<file path="src/rtl/tdm_pkg.sv">
package tdm_pkg;
    localparam int CH_W    = 5;
    localparam int BYTE_W  = 8;
    localparam int BIT_W   = $clog2(BYTE_W);
    localparam int SUB_W   = BIT_W + 1;
    localparam int CYC_W   = CH_W + SUB_W;
    localparam int NUM_CH  = 1 << CH_W;

    typedef enum logic [1:0] {
        LB_NONE      = 2'b00,
        LB_IN_TO_OUT = 2'b01,
        LB_TX_TO_RX  = 2'b10,
        LB_CROSS     = 2'b11
    } loop_e;

    typedef enum logic [1:0] {
        O1_BUF      = 2'b00,
        O1_DELAY    = 2'b01,
        O1_XOR_BUF  = 2'b10,
        O1_XOR_DLY  = 2'b11
    } out1_e;

    typedef struct packed {
        logic            idle;
        logic [CH_W-1:0] loc;
    } slot_map_t;

    // Timeslot to buffer location. In the 24-slot map every fourth slot idles.
    function automatic slot_map_t map_slot(input logic [CH_W-1:0] ch, input logic short_map);
        slot_map_t m;
        logic [CH_W-1:0] grp;
        logic [CH_W-1:0] sub;
        grp    = ch >> 2;
        sub    = {{(CH_W-2){1'b0}}, ch[1:0]};
        m.idle = short_map && (ch[1:0] == 2'b00);
        if (short_map)
            m.loc = (grp << 1) + grp + sub - CH_W'(1);
        else
            m.loc = ch;
        return m;
    endfunction
endpackage

</file>
<file path="src/rtl/tdm_timebase.sv">
module tdm_timebase
    import tdm_pkg::*;
(
    input  logic            clk,
    input  logic            rst,
    input  logic            fp_n,
    output logic            run,
    output logic [CH_W-1:0] ch_now,
    output logic [CH_W-1:0] ch_next,
    output logic            load,
    output logic            shift,
    output logic            sample,
    output logic            last
);
    logic             fp_q;
    logic [CYC_W-1:0] cnt;
    logic [CYC_W-1:0] cnt_nx;
    logic             fall;

    assign fall   = fp_q && !fp_n;
    assign cnt_nx = fall ? '0 : cnt + 1'b1;

    always_ff @(posedge clk) begin
        if (rst) begin
            fp_q <= 1'b1;
            cnt  <= '1;
            run  <= 1'b0;
        end else begin
            fp_q <= fp_n;
            cnt  <= cnt_nx;
            if (fall)
                run <= 1'b1;
        end
    end

    assign ch_now  = cnt[CYC_W-1:SUB_W];
    assign ch_next = cnt_nx[CYC_W-1:SUB_W];
    assign load    = (cnt_nx[SUB_W-1:0] == '0);
    assign shift   = !cnt_nx[0] && !load;
    assign sample  = cnt[0];
    assign last    = run && (cnt[SUB_W-1:0] == '1);

    AST_FRAME_START: assert property (@(posedge clk) disable iff (rst)
        fall |=> (run && ch_now == '0 && cnt[SUB_W-1:0] == '0));
    AST_CHANNEL_TURN: assert property (@(posedge clk) disable iff (rst)
        last |=> (cnt[SUB_W-1:0] == '0));
endmodule

</file>
<file path="src/rtl/tdm_tx_lane.sv">
module tdm_tx_lane #(
    parameter int W = 8
) (
    input  logic         clk,
    input  logic         rst,
    input  logic         load,
    input  logic         shift,
    input  logic         fill_ones,
    input  logic [W-1:0] din,
    output logic         bit_out
);
    logic [W-1:0] sh;

    always_ff @(posedge clk) begin
        if (rst)
            sh <= '1;
        else if (load)
            sh <= fill_ones ? '1 : din;
        else if (shift)
            sh <= {sh[W-2:0], 1'b1};
    end

    assign bit_out = sh[W-1];
endmodule

</file>
<file path="src/rtl/tdm_rx_deser.sv">
module tdm_rx_deser #(
    parameter int W = 8
) (
    input  logic         clk,
    input  logic         rst,
    input  logic         sample,
    input  logic         bit_in,
    output logic [W-1:0] byte_now
);
    logic [W-1:0] sh;

    always_ff @(posedge clk) begin
        if (rst)
            sh <= '0;
        else if (sample)
            sh <= {sh[W-2:0], bit_in};
    end

    assign byte_now = {sh[W-2:0], bit_in};
endmodule

</file>
<file path="src/rtl/tdm_frame_delay.sv">
module tdm_frame_delay #(
    parameter int AW = 5,
    parameter int W  = 8
) (
    input  logic          clk,
    input  logic          rst,
    input  logic          we,
    input  logic [AW-1:0] waddr,
    input  logic [W-1:0]  wdata,
    input  logic [AW-1:0] raddr,
    output logic [W-1:0]  rdata
);
    localparam int DEPTH = 1 << AW;
    logic [W-1:0] store [DEPTH];

    always_ff @(posedge clk) begin
        if (rst) begin
            for (int i = 0; i < DEPTH; i++)
                store[i] <= '1;
        end else if (we) begin
            store[waddr] <= wdata;
        end
    end

    assign rdata = store[raddr];
endmodule

</file>
<file path="src/rtl/tdm_serial_port.sv">
module tdm_serial_port
    import tdm_pkg::*;
(
    input  logic              clk,
    input  logic              rst,
    input  logic              fp_n,
    input  logic              rxd,
    input  logic [3:0]        cfg,
    input  logic              ch24,
    output logic [CH_W-1:0]   tx_addr,
    input  logic [BYTE_W-1:0] tx0_data,
    input  logic [BYTE_W-1:0] tx1_data,
    output logic              txd0,
    output logic              txd1,
    output logic              rx_we,
    output logic [CH_W-1:0]   rx_addr,
    output logic [BYTE_W-1:0] rx_wdata
);
    logic            run, load, shift, sample, last;
    logic [CH_W-1:0] ch_now, ch_next;
    slot_map_t       map_now, map_next;
    loop_e           lb;
    out1_e           o1;
    logic            t0_bit, t1_bit, dly_bit;
    logic            rx_src, out0, out1;
    logic [BYTE_W-1:0] rx_byte, raw_byte, dly_rd;

    tdm_timebase u_tb (
        .clk(clk), .rst(rst), .fp_n(fp_n), .run(run),
        .ch_now(ch_now), .ch_next(ch_next), .load(load),
        .shift(shift), .sample(sample), .last(last)
    );

    assign map_now  = map_slot(ch_now, ch24);
    assign map_next = map_slot(ch_next, ch24);
    assign lb       = loop_e'(cfg[1:0]);
    assign o1       = out1_e'(cfg[3:2]);
    assign tx_addr  = map_next.loc;

    tdm_tx_lane #(.W(BYTE_W)) u_lane0 (
        .clk(clk), .rst(rst), .load(load), .shift(shift),
        .fill_ones(map_next.idle), .din(tx0_data), .bit_out(t0_bit)
    );
    tdm_tx_lane #(.W(BYTE_W)) u_lane1 (
        .clk(clk), .rst(rst), .load(load), .shift(shift),
        .fill_ones(map_next.idle), .din(tx1_data), .bit_out(t1_bit)
    );
    tdm_tx_lane #(.W(BYTE_W)) u_lane_dly (
        .clk(clk), .rst(rst), .load(load), .shift(shift),
        .fill_ones(1'b0), .din(dly_rd), .bit_out(dly_bit)
    );

    // Receive path source: buffer 0 stream when looped, else the line
    assign rx_src = (lb == LB_TX_TO_RX || lb == LB_CROSS) ? t0_bit : rxd;

    tdm_rx_deser #(.W(BYTE_W)) u_rx (
        .clk(clk), .rst(rst), .sample(sample), .bit_in(rx_src), .byte_now(rx_byte)
    );
    tdm_rx_deser #(.W(BYTE_W)) u_raw (
        .clk(clk), .rst(rst), .sample(sample), .bit_in(rxd), .byte_now(raw_byte)
    );

    tdm_frame_delay #(.AW(CH_W), .W(BYTE_W)) u_dly (
        .clk(clk), .rst(rst), .we(last), .waddr(ch_now), .wdata(raw_byte),
        .raddr(ch_next), .rdata(dly_rd)
    );

    assign rx_we    = last && !map_now.idle;
    assign rx_addr  = map_now.loc;
    assign rx_wdata = rx_byte;

    always_comb begin
        out0 = (lb == LB_IN_TO_OUT || lb == LB_CROSS) ? rxd : t0_bit;
        unique case (o1)
            O1_BUF:     out1 = t1_bit;
            O1_DELAY:   out1 = dly_bit;
            O1_XOR_BUF: out1 = rxd ^ t1_bit;
            default:    out1 = rxd ^ dly_bit;
        endcase
    end

    assign txd0 = run ? out0 : 1'b1;
    assign txd1 = run ? out1 : 1'b1;

    AST_QUIET_BEFORE_SYNC: assert property (@(posedge clk) disable iff (rst)
        !run |-> (txd0 && txd1 && !rx_we));
    AST_ONE_WRITE_PER_SLOT: assert property (@(posedge clk) disable iff (rst)
        rx_we |=> !rx_we);
    AST_SHORT_MAP_RANGE: assert property (@(posedge clk) disable iff (rst)
        (rx_we && ch24) |-> (rx_addr < CH_W'(24)));
    AST_DIRECT_MAP: assert property (@(posedge clk) disable iff (rst)
        (rx_we && !ch24) |-> (rx_addr == ch_now));
    AST_IDLE_FILL: assert property (@(posedge clk) disable iff (rst)
        (load && ch24 && ch_next[1:0] == 2'b00) |=> t0_bit);
endmodule

</file>
<file path="config.mk">
export PLATFORM = sky130hd
export DESIGN_NAME = tdm_serial_port
export DESIGN_NICKNAME = d
export VERILOG_FILES = /design/src/rtl/tdm_pkg.sv /design/src/rtl/tdm_timebase.sv /design/src/rtl/tdm_tx_lane.sv /design/src/rtl/tdm_rx_deser.sv /design/src/rtl/tdm_frame_delay.sv /design/src/rtl/tdm_serial_port.sv
export SDC_FILE = /design/constraint.sdc
export NUM_CORES = 1
export LEC_CHECK = 0
export BUFFER_PORTS_ARGS = -buffer_cell sky130_fd_sc_hd__buf_2
export CORE_MARGIN = 3
export CORE_UTILIZATION = 40
export CTS_BUF_LIST = sky130_fd_sc_hd__clkbuf_16
export DETAILED_ROUTE_END_ITERATION = 6
export PLACE_DENSITY = 0.61
export SETUP_SLACK_MARGIN = 0.1
export SYNTH_ARGS = -nofsm -noshare
export SYNTH_HDL_FRONTEND = slang
export SYNTH_SLANG_ARGS = --single-unit
</file>
<file path="constraint.sdc">
create_clock -name clk -period 3.8 [get_ports clk]
set_input_delay 0.76 -clock clk [delete_from_list [all_inputs] [get_ports clk]]
set_output_delay 0.76 -clock clk [all_outputs]
set_load 0.01 [all_outputs]
</file>
==> results of run 1 <==
registers in the layout, summed over array words and instances, names as in the netlist:
name / cells
u_lane_dly.sh: 8
u_raw.sh: 7
u_lane1.sh: 8
u_tb.cnt: 9
u_rx.sh: 7
u_dly.store: 256
u_tb.run: 1
u_tb.fp_q: 1
u_lane0.sh: 8
through the flow:
stage,worst slack (ns),utilization,instances
floorplan,0.0822,-,1337
global placement,0.187,0.424,1759
detailed placement,0.161,0.424,1759
CTS,0.0520,0.457,1827
global route,-0.0295,0.459,1828
finish,0.129,0.459,1829
logic make-up (layout without fill, tap and decap cells):
logic type / after synthesis / after routing / synth area share
muxes: 41 / 41 / 0.0406
DFF: 305 / 305 / 0.582
adders and majority gates: 21 / 21 / 0.0197
AOI/OAI and AO/OA: 195 / 195 / 0.0933
xor gates and xnor gates: 15 / 15 / 0.0101
other: 0 / 1 / 0
buffers and inverters: 161 / 184 / 0.0456
and+or+nand+nor: 599 / 599 / 0.209
synth_stat cells (all sizes together), types with 11 or more instances:
cell type and number:
inv 18, a31oi 16, a311oi 16, mux2i 24, or3 260, ha 17, edfxtp 256, nor2 53
xnor2 14, o21bai 32, clkbuf 105, mux4 15, a211oi 16, nand2 180, dfxtp 49, a21o 12
a21oi 31, a211o 14, nand2b 11, nand3 67, buf 38, and3 18, o21ai 12, o22ai 16
path summary, 6_finish.rpt:
| check | start | endpoint | cells after the start |
|---|---|---|---|
| setup / recovery | u_tb.cnt[1]$_SDFF_PP1_ | tx_addr[4] | 11 |
| hold / removal | u_lane1.sh[4]$_SDFFE_PP1P_ | u_lane1.sh[4]$_SDFFE_PP1P_ | 1 |
| setup reg to reg | u_tb.cnt[1]$_SDFF_PP1_ | u_dly.store[28][0]$_SDFFCE_PN1P_ | 6 |
| hold reg to reg | u_lane1.sh[4]$_SDFFE_PP1P_ | u_lane1.sh[4]$_SDFFE_PP1P_ | 1 |
per-layer routing:
| metal | share of wire | up-vias | global-route usage |
|---|---|---|---|
| li1 | - | 4928 | - |
| met1 | 0.43 | 5274 | 0.280 |
| met2 | 0.47 | 377 | 0.331 |
| met3 | 0.065 | 87 | 0.0373 |
| met4 | 0.030 | 0 | 0.0685 |
| met5 | 0 | - | 0 |
cell type report:
type,count,share of cell area
flip-flops and latches,305,0.516
inverters,18,0.00416
repair buffers,104,0.0416
diodes,1,0.000149
well taps,468,0.0348
clock buffers,37,0.0550
clock inverters,25,0.0124
multi-input cells,871,0.336
critical path, stage by stage, from the launching register on:
cell and delay [ns]:
dfxtp_4 0.37, ha_4 0.15, nand3_4 0.12, nor2_4 0.13, mux2i_2 0.26, ha_2 0.22, inv_2 0.05, fa_2 0.57
nor3b_4 0.19, nor3b_2 0.07, xnor2_1 0.13, buf_2 0.15
power by group through the flow:
stage / clock [mW] / combinational (mW) / sequential [mW]
finish: 3.34 / 1.51 / 3.72
global route: 3.50 / 1.66 / 3.72
CTS: 3.39 / 1.48 / 3.72
detailed placement: 0 / 1.45 / 3.79
global placement: 0 / 1.44 / 3.78
floorplan: 0 / 1.03 / 3.76
timing repair:
| item | CTS | global route |
|---|---|---|
| resized for setup | 14 | 14 |
| endpoints found under the setup margin | 4 | 3 |
| pin swaps | 8 | 1 |
| setup buffers | 6 | 1 |
| cloned | 0 | 0 |
==> metrics.md, run 1 <==
| Metric | Value |
|---|---|
| Combinational power share | `0.176` |
| Fin area | `16800 sq um` |
| Slew HR | `0.308` |
| CTS Hold Buffers Added | `0` |
| Fin nets | `1380` |
| Die ar. | `39600 sq um` |
| First-pass GRT wire length | `62.6 mm` |
| Syn_area_per_cell | `11.1 sq um` |
| FF+latch area | `8690 sq um` |
| CTS tree | `yes` |
| Vias post-DR | `10.7k` |
| Fill count | `3303` |
| Period utilisation layout | `0.966` |
| Drt initial violations | `997` |
| CTS Buf Count | `34` |
| Cell leakage power | `5.21 nW` |
| Commonest non-fill, non-tap cell in the layout | `or3_1` |
| Clock Sinks | `305` |
| Clock buffer depth | `3` |
| Grt ovf | `0` |
| Pwr/cell area | `508 nW/um^2` |
| Fin crit period | `3.67 ns` |
| Arrival @ worst endpoint | `2.91 ns` |
| Final wirelength | `40.9 mm` |
| TritonRoute pass-1 iters | `5` |
| Number of flops mapped to enable cells by yosys | `256` |
| Fraction of layout cells with a size suffix above 1 | `0.156` |
| Seq/Total Area, Yosys | `0.582` |
| Setup slack, reg-to-reg | `0.65 ns` |
| Synth Instances | `1337` |
| I/O pin count | `46` |
| Total negative slack | `0 ns` |
| Largest net degree at the start of global routing | `98` |
| Req. time, crit path | `3.04 ns` |
| Peak supply drop | `221 uV` |
| Final-report max-slew violation count | `0` |
| Hold_ws | `0.464 ns` |
| Initial Utilization | `0.406` |
| Hpwl dp | `24.0 mm` |
| Psw | `2.34 mW` |
| Total GRT Usage | `0.205` |
| # setup viols final | `0` |
| Area leader, netlist | `edfxtp_1` |
| Power share of the clock group | `0.390` |
| Hold Crit Class | `register to register` |
| Via density | `5.83` |
| Setup crit end kind | `output port` |
| DRC errors left | `0` |
| Int Power | `6.23 mW` |
| Synth area leaders | `edfxtp_1 52%, or3_1 11%, dfxtp_1 6.6%` |
| Max FO, Critical Path | `3` |
| Final Hold Fails | `0` |
| Area grow syn2layout | `13.1%` |
| Most frequent cells in the layout | `260 x or3_1, 256 x edfxtp_1, 178 x nand2_1` |
| PortBufs | `45` |
| Site Rows | `70` |
| Placer Congestion | `0.845` |
| Synth top area share | `0.516` |
| Core area | `36700 sq um` |
| Chip Height | `199 um` |
| Status | `finished, final reports clean` |
| Max Cap Violations | `0` |
| Vias in the first global route | `10.5k` |
| Die Wd | `199 um` |
| Most used flip-flop cell after synthesis | `edfxtp_1` |
| Clk Latency, worst-skew pair | `0.52 ns` |
| Synth warn | `0` |
| Root buffer cell | `clkbuf_16` |
| Worst Tran Pin Value | `1.04 ns` |
| Critical path class | `register to output port` |
| Fmax | `0.272 GHz` |
| Critical Path Start Type | `register` |
| Skew final | `0.0163 ns` |
| Reg power frac | `0.434` |
| Routed length per instance | `22.4 um` |
| RSZ-0062 raised after global routing | `true` |
| Post-route antenna net violation count | `0` |
| H-tree depth | `2` |
| CTS clock-pin slew for the worst setup and hold paths | `0.06 ns` |
| Post-synth cell types | `57` |
| Post-Syn Nets | `1383` |
| Multi-input logic area | `5670 sq um` |
| Post-synth design cell area | `14900 sq um` |
| Synth Register Bits | `305` |
| Post-synth ARST share | `0` |
| Switching Share | `0.273` |
| Dpl cell area | `15500 sq um` |
| Pwr Total | `8.56 mW` |
| Initial antenna violation count | `1` |
Power figures use the tool's default switching activity.
==> run 2: changes to the inputs <==
ABC_AREA = 1   (was not set)
==> run 2 against run 1 <==
Effect of this change:
- via count up 11%
- clock skew down 0.0012 ns
- area after synthesis down 1.6%
- non-clock buffer count down 16
- routed wire length up 2.5%
- final cell count up 13%
- die area down 1.5%
- worst setup slack better by 0.032 ns
- worst hold slack better by 0.0015 ns
- largest cell class unchanged
==> metrics.md, run 2 <==
| Metric | Value |
|---|---|
| Status | `finished, final reports clean` |
| Post-Syn Nets | `1632 (+18%)` |
| Seq/Total Area, Yosys | `0.591 (+0.00918)` |
| Worst Tran Pin Value | `1.27 ns (+0.230 ns)` |
| Cell leakage power | `5.67 nW (+8.8%)` |
| Delay-heaviest family, CP | `simple AND/OR/NAND/NOR gates` |
| Worst setup margin | `0.162 ns (+0.0320 ns)` |
| RR Endpoint | `u_lane_dly.sh[5]$_SDFFE_PP1P_` |
| Synth Area in XOR/XNOR | `0.00179 (-0.00829)` |
| Slew HR | `0.147 (-0.161)` |
| Cell Chain, Critical Path | `ha_4 > nand3_4 > nor2_4 > nand2_1 > nand2_1 > nor2_2 > inv_2 > ha_4 > inv_2 > fa_2 > nand2_2 > nor2_2 > a211oi_2 > or2_4 > nand3_2 > nand2_2 > buf_6` |
| Largest family of logic cells by synthesized area | `simple AND/OR/NAND/NOR gates` |
| Most common cell in the synthesized netlist | `nand2_1` |
| Drt initial violations | `1303 (+31%)` |
| Clock buffer depth | `3 (unchanged)` |
| Max FFs per register | `256 (unchanged)` |
| Area leader, netlist | `edfxtp_1` |
| Diodes inserted | `0 (-1)` |
| Synth Register Bits | `305 (unchanged)` |
| Period utilisation layout | `0.957 (-0.00843)` |
| CTS clock-pin slew for the worst setup and hold paths | `0.06 ns (about the same)` |
| Mux contribution to synthesized area | `0.000682 (-0.0399)` |
| Area grow syn2layout | `11.6%` |
| DRC errors left | `0 (unchanged)` |
| Synthesized-area fraction occupied by and/or/nand/nor cells | `0.285 (+0.0762)` |
| Grt ovf | `0 (unchanged)` |
| Synth Area in Compound Gates | `0.0441 (-0.0492)` |
| Post-route antenna net violation count | `0 (unchanged)` |
| Die ar. | `39000 sq um (-1.5%)` |
| Synth top area share | `0.524 (+0.00814)` |
| CTS Buf Count | `34 (unchanged)` |
| Fmax | `0.275 GHz (+0.88%)` |
| Fraction of layout cells with a size suffix above 1 | `0.110 (-0.0458)` |
| I/O pin count | `46 (unchanged)` |
| Hold wc startpoint | `tx0_data[0]` |
| Final Hold Fails | `0 (unchanged)` |
| RR Startpoint | `u_tb.cnt[1]$_SDFF_PP1_` |
| Initial Utilization | `0.409 (+0.00339)` |
| Most instantiated cells after synthesis | `489 x nand2_1, 258 x nand3_1, 256 x edfxtp_1` |
| Slowest stage delay, CP | `0.56 ns (about the same)` |
| Core area | `35800 sq um (-2.4%)` |
| Slowest-stage cell, CP | `fa_2` |
| Via density | `5.75 (-1.5%)` |
| Most used flip-flop cell after synthesis | `edfxtp_1` |
| CTS Hold Buffers Added | `0 (unchanged)` |
| Final wirelength | `41.9 mm (+2.5%)` |
| Fin crit period | `3.64 ns (-0.0320 ns)` |
| Initial antenna violation count | `0 (-1)` |
| Site Rows | `69 (-1.4%)` |
| Critical path class | `register to output port` |
| RSZ-0062 raised after global routing | `true` |
| Setup slack, reg-to-reg | `0.42 ns (-0.23 ns)` |
| Chip Height | `197 um (-0.76%)` |
| Synth area leaders | `edfxtp_1 52%, nand2_1 13%, nand3_1 8.8%` |
| Peak supply drop | `251 uV (+14%)` |
| Die Wd | `197 um (-0.76%)` |
| Layout Utilization | `0.457 (-0.00237)` |
| Commonest non-fill, non-tap cell in the layout | `nand2_1` |
| Pwr/cell area | `506 nW/um^2 (-0.38%)` |
| Synth warn | `0 (unchanged)` |
| First-pass GRT wire length | `64.7 mm (+3.4%)` |
| Root buffer cell | `clkbuf_16` |
| Final-report max-slew violation count | `0 (unchanged)` |
| Post-Synth Adder-Cell Area | `0.0200 (+0.000310)` |
| Place WS | `0.224 ns (+0.0636 ns)` |
| WP buf/inv | `3 (+1)` |
| Reg2reg path depth | `14 (+8)` |
| Skew final | `0.0150 ns (-0.00123 ns)` |
| Vias in the first global route | `11.4k (+9.2%)` |
| Largest net degree at the start of global routing | `87 (-11%)` |
| Routed length per instance | `20.3 um (-9.0%)` |
| Post-synth design cell area | `14700 sq um (-1.6%)` |
| Clock Sinks | `305 (unchanged)` |
| H-tree depth | `2 (unchanged)` |
| WHS Endpoint | `u_lane0.sh[0]$_SDFFE_PP1P_` |
| Synth Instances | `1586 (+19%)` |
| Syn_area_per_cell | `9.25 sq um (-17%)` |
| Most frequent cells in the layout | `485 x nand2_1, 256 x edfxtp_1, 254 x nand3_1` |
| Min-Delay Path Depth | `3 (+2)` |
| Total GRT Usage | `0.212 (+0.00711)` |
| # setup viols final | `0 (unchanged)` |
| Placer Congestion | `0.858 (+1.6%)` |
| Post-synth ARST share | `0 (unchanged)` |
| Clk Latency, worst-skew pair | `0.51 ns (about the same)` |
| Hpwl dp | `24.6 mm (+2.5%)` |
| Setup crit end kind | `output port` |
| CTS tree | `yes` |
| Critical Path Start Type | `register` |
| Fin nets | `1628 (+18%)` |
| Finished Layout Cells | `2060 (+13%)` |
| Number of flops mapped to enable cells by yosys | `256 (unchanged)` |
| Post-synth cell types | `32 (-44%)` |
| Max FO, Critical Path | `4 (+1)` |
| PortBufs | `45 (unchanged)` |
| Vias post-DR | `11.8k (+11%)` |
| Arrival @ worst endpoint | `2.88 ns (-0.03 ns)` |
| Largest register by flop count | `u_dly.store` |
| TritonRoute pass-1 iters | `6 (+1)` |
| Hold Crit Class | `primary input to register` |
| DP Cell Count | `2001 (+14%)` |
| Biggest regs | `u_dly.store (256), u_tb.cnt (9)` |
| Max Cap Violations | `0 (unchanged)` |
| Req. time, crit path | `3.04 ns (about the same)` |
-- run 2: changes by cell type after synthesis, sizes merged, moves of 19 or more --
cell,previous run,this run
nand2,180,491
nand4,1,125
o21bai,32,0
o21ai,12,82
mux2i,24,1
inv,18,74
clkbuf,105,86
or3,260,0
nand3,67,259
-- run 2: cell families after synthesis --
| family | Yosys count |
|---|---|
| adders and majority gates | 21 |
| buffers and inverters | 204 |
| DFF | 305 |
| xor gates and xnor gates | 3 |
| AOI/OAI and AO/OA | 117 |
| muxes | 1 |
| and+or+nand+nor | 935 |
-- run 2: tightest hold or removal path, delay by kind of cell --
kind	cells	cell delay, ns
simple gates	1	0.05
buf+inv	1	0.07
compound gates	1	0.06
-- run 2: power by group --
part / total [mW] / switching [mW] / internal, mW / leakage, nW
clock: 2.99 / 1.28 / 1.72 / 0.516
combinational: 1.59 / 1.11 / 0.472 / 3.00
sequential: 3.71 / 0.0381 / 3.67 / 2.16
total: 8.29 / 2.43 / 5.86 / 5.67
-- run 2: per-layer routing --
metal / part of all wire / track usage / up-vias
met5: 0 / 0 / -
met4: 0.036 / 0.0739 / 0
met3: 0.076 / 0.0266 / 112
met2: 0.47 / 0.344 / 536
met1: 0.42 / 0.295 / 5672
li1: - / - / 5516
-- run 2: how the worst max path moves through the flow --
stage / startpoint / slack, ns / cells after the start / endpoint
finish: u_tb.cnt[0]$_SDFF_PP1_ / 0.16 / 17 / tx_addr[3]
CTS: u_tb.cnt[1]$_SDFF_PP1_ / 0.10 / 16 / tx_addr[3]
global placement: fp_n / 0.23 / 16 / tx_addr[3]
floorplan: fp_n / 0.25 / 13 / tx_addr[3]
detailed placement: fp_n / 0.22 / 16 / tx_addr[3]
global route: u_tb.cnt[0]$_SDFF_PP1_ / -0.004 / 17 / tx_addr[3]
-- run 2: final cells by class --
cell class	count	area [sq um]
clock buffer	35	876
clock inverter	18	100
fill	3338	19500
inverter	76	285
multi-input combinational	1077	5270
sequential	305	8670
tap	461	577
timing repair buffer	88	583
-- run 2: metrics by stage --
stage	TNS, ns	hold WS, ns	power (mW)	instance area (sq um)
after floorplan	0	0.437	4.80	14700
after global placement	0	0.452	5.27	15300
after detailed placement	0	0.452	5.28	15300
after CTS	0	0.456	8.29	16300
after global routing	-0.00370	0.469	8.61	16400
final	0	0.465	8.29	16400
-- run 2: timing repair --
item                       4_1_cts  5_1_grt
buffers inserted                 5        1
resized for setup               18        8
pin swaps                        7        5
setup endpoints to repair        2        3
cloned                           0        0
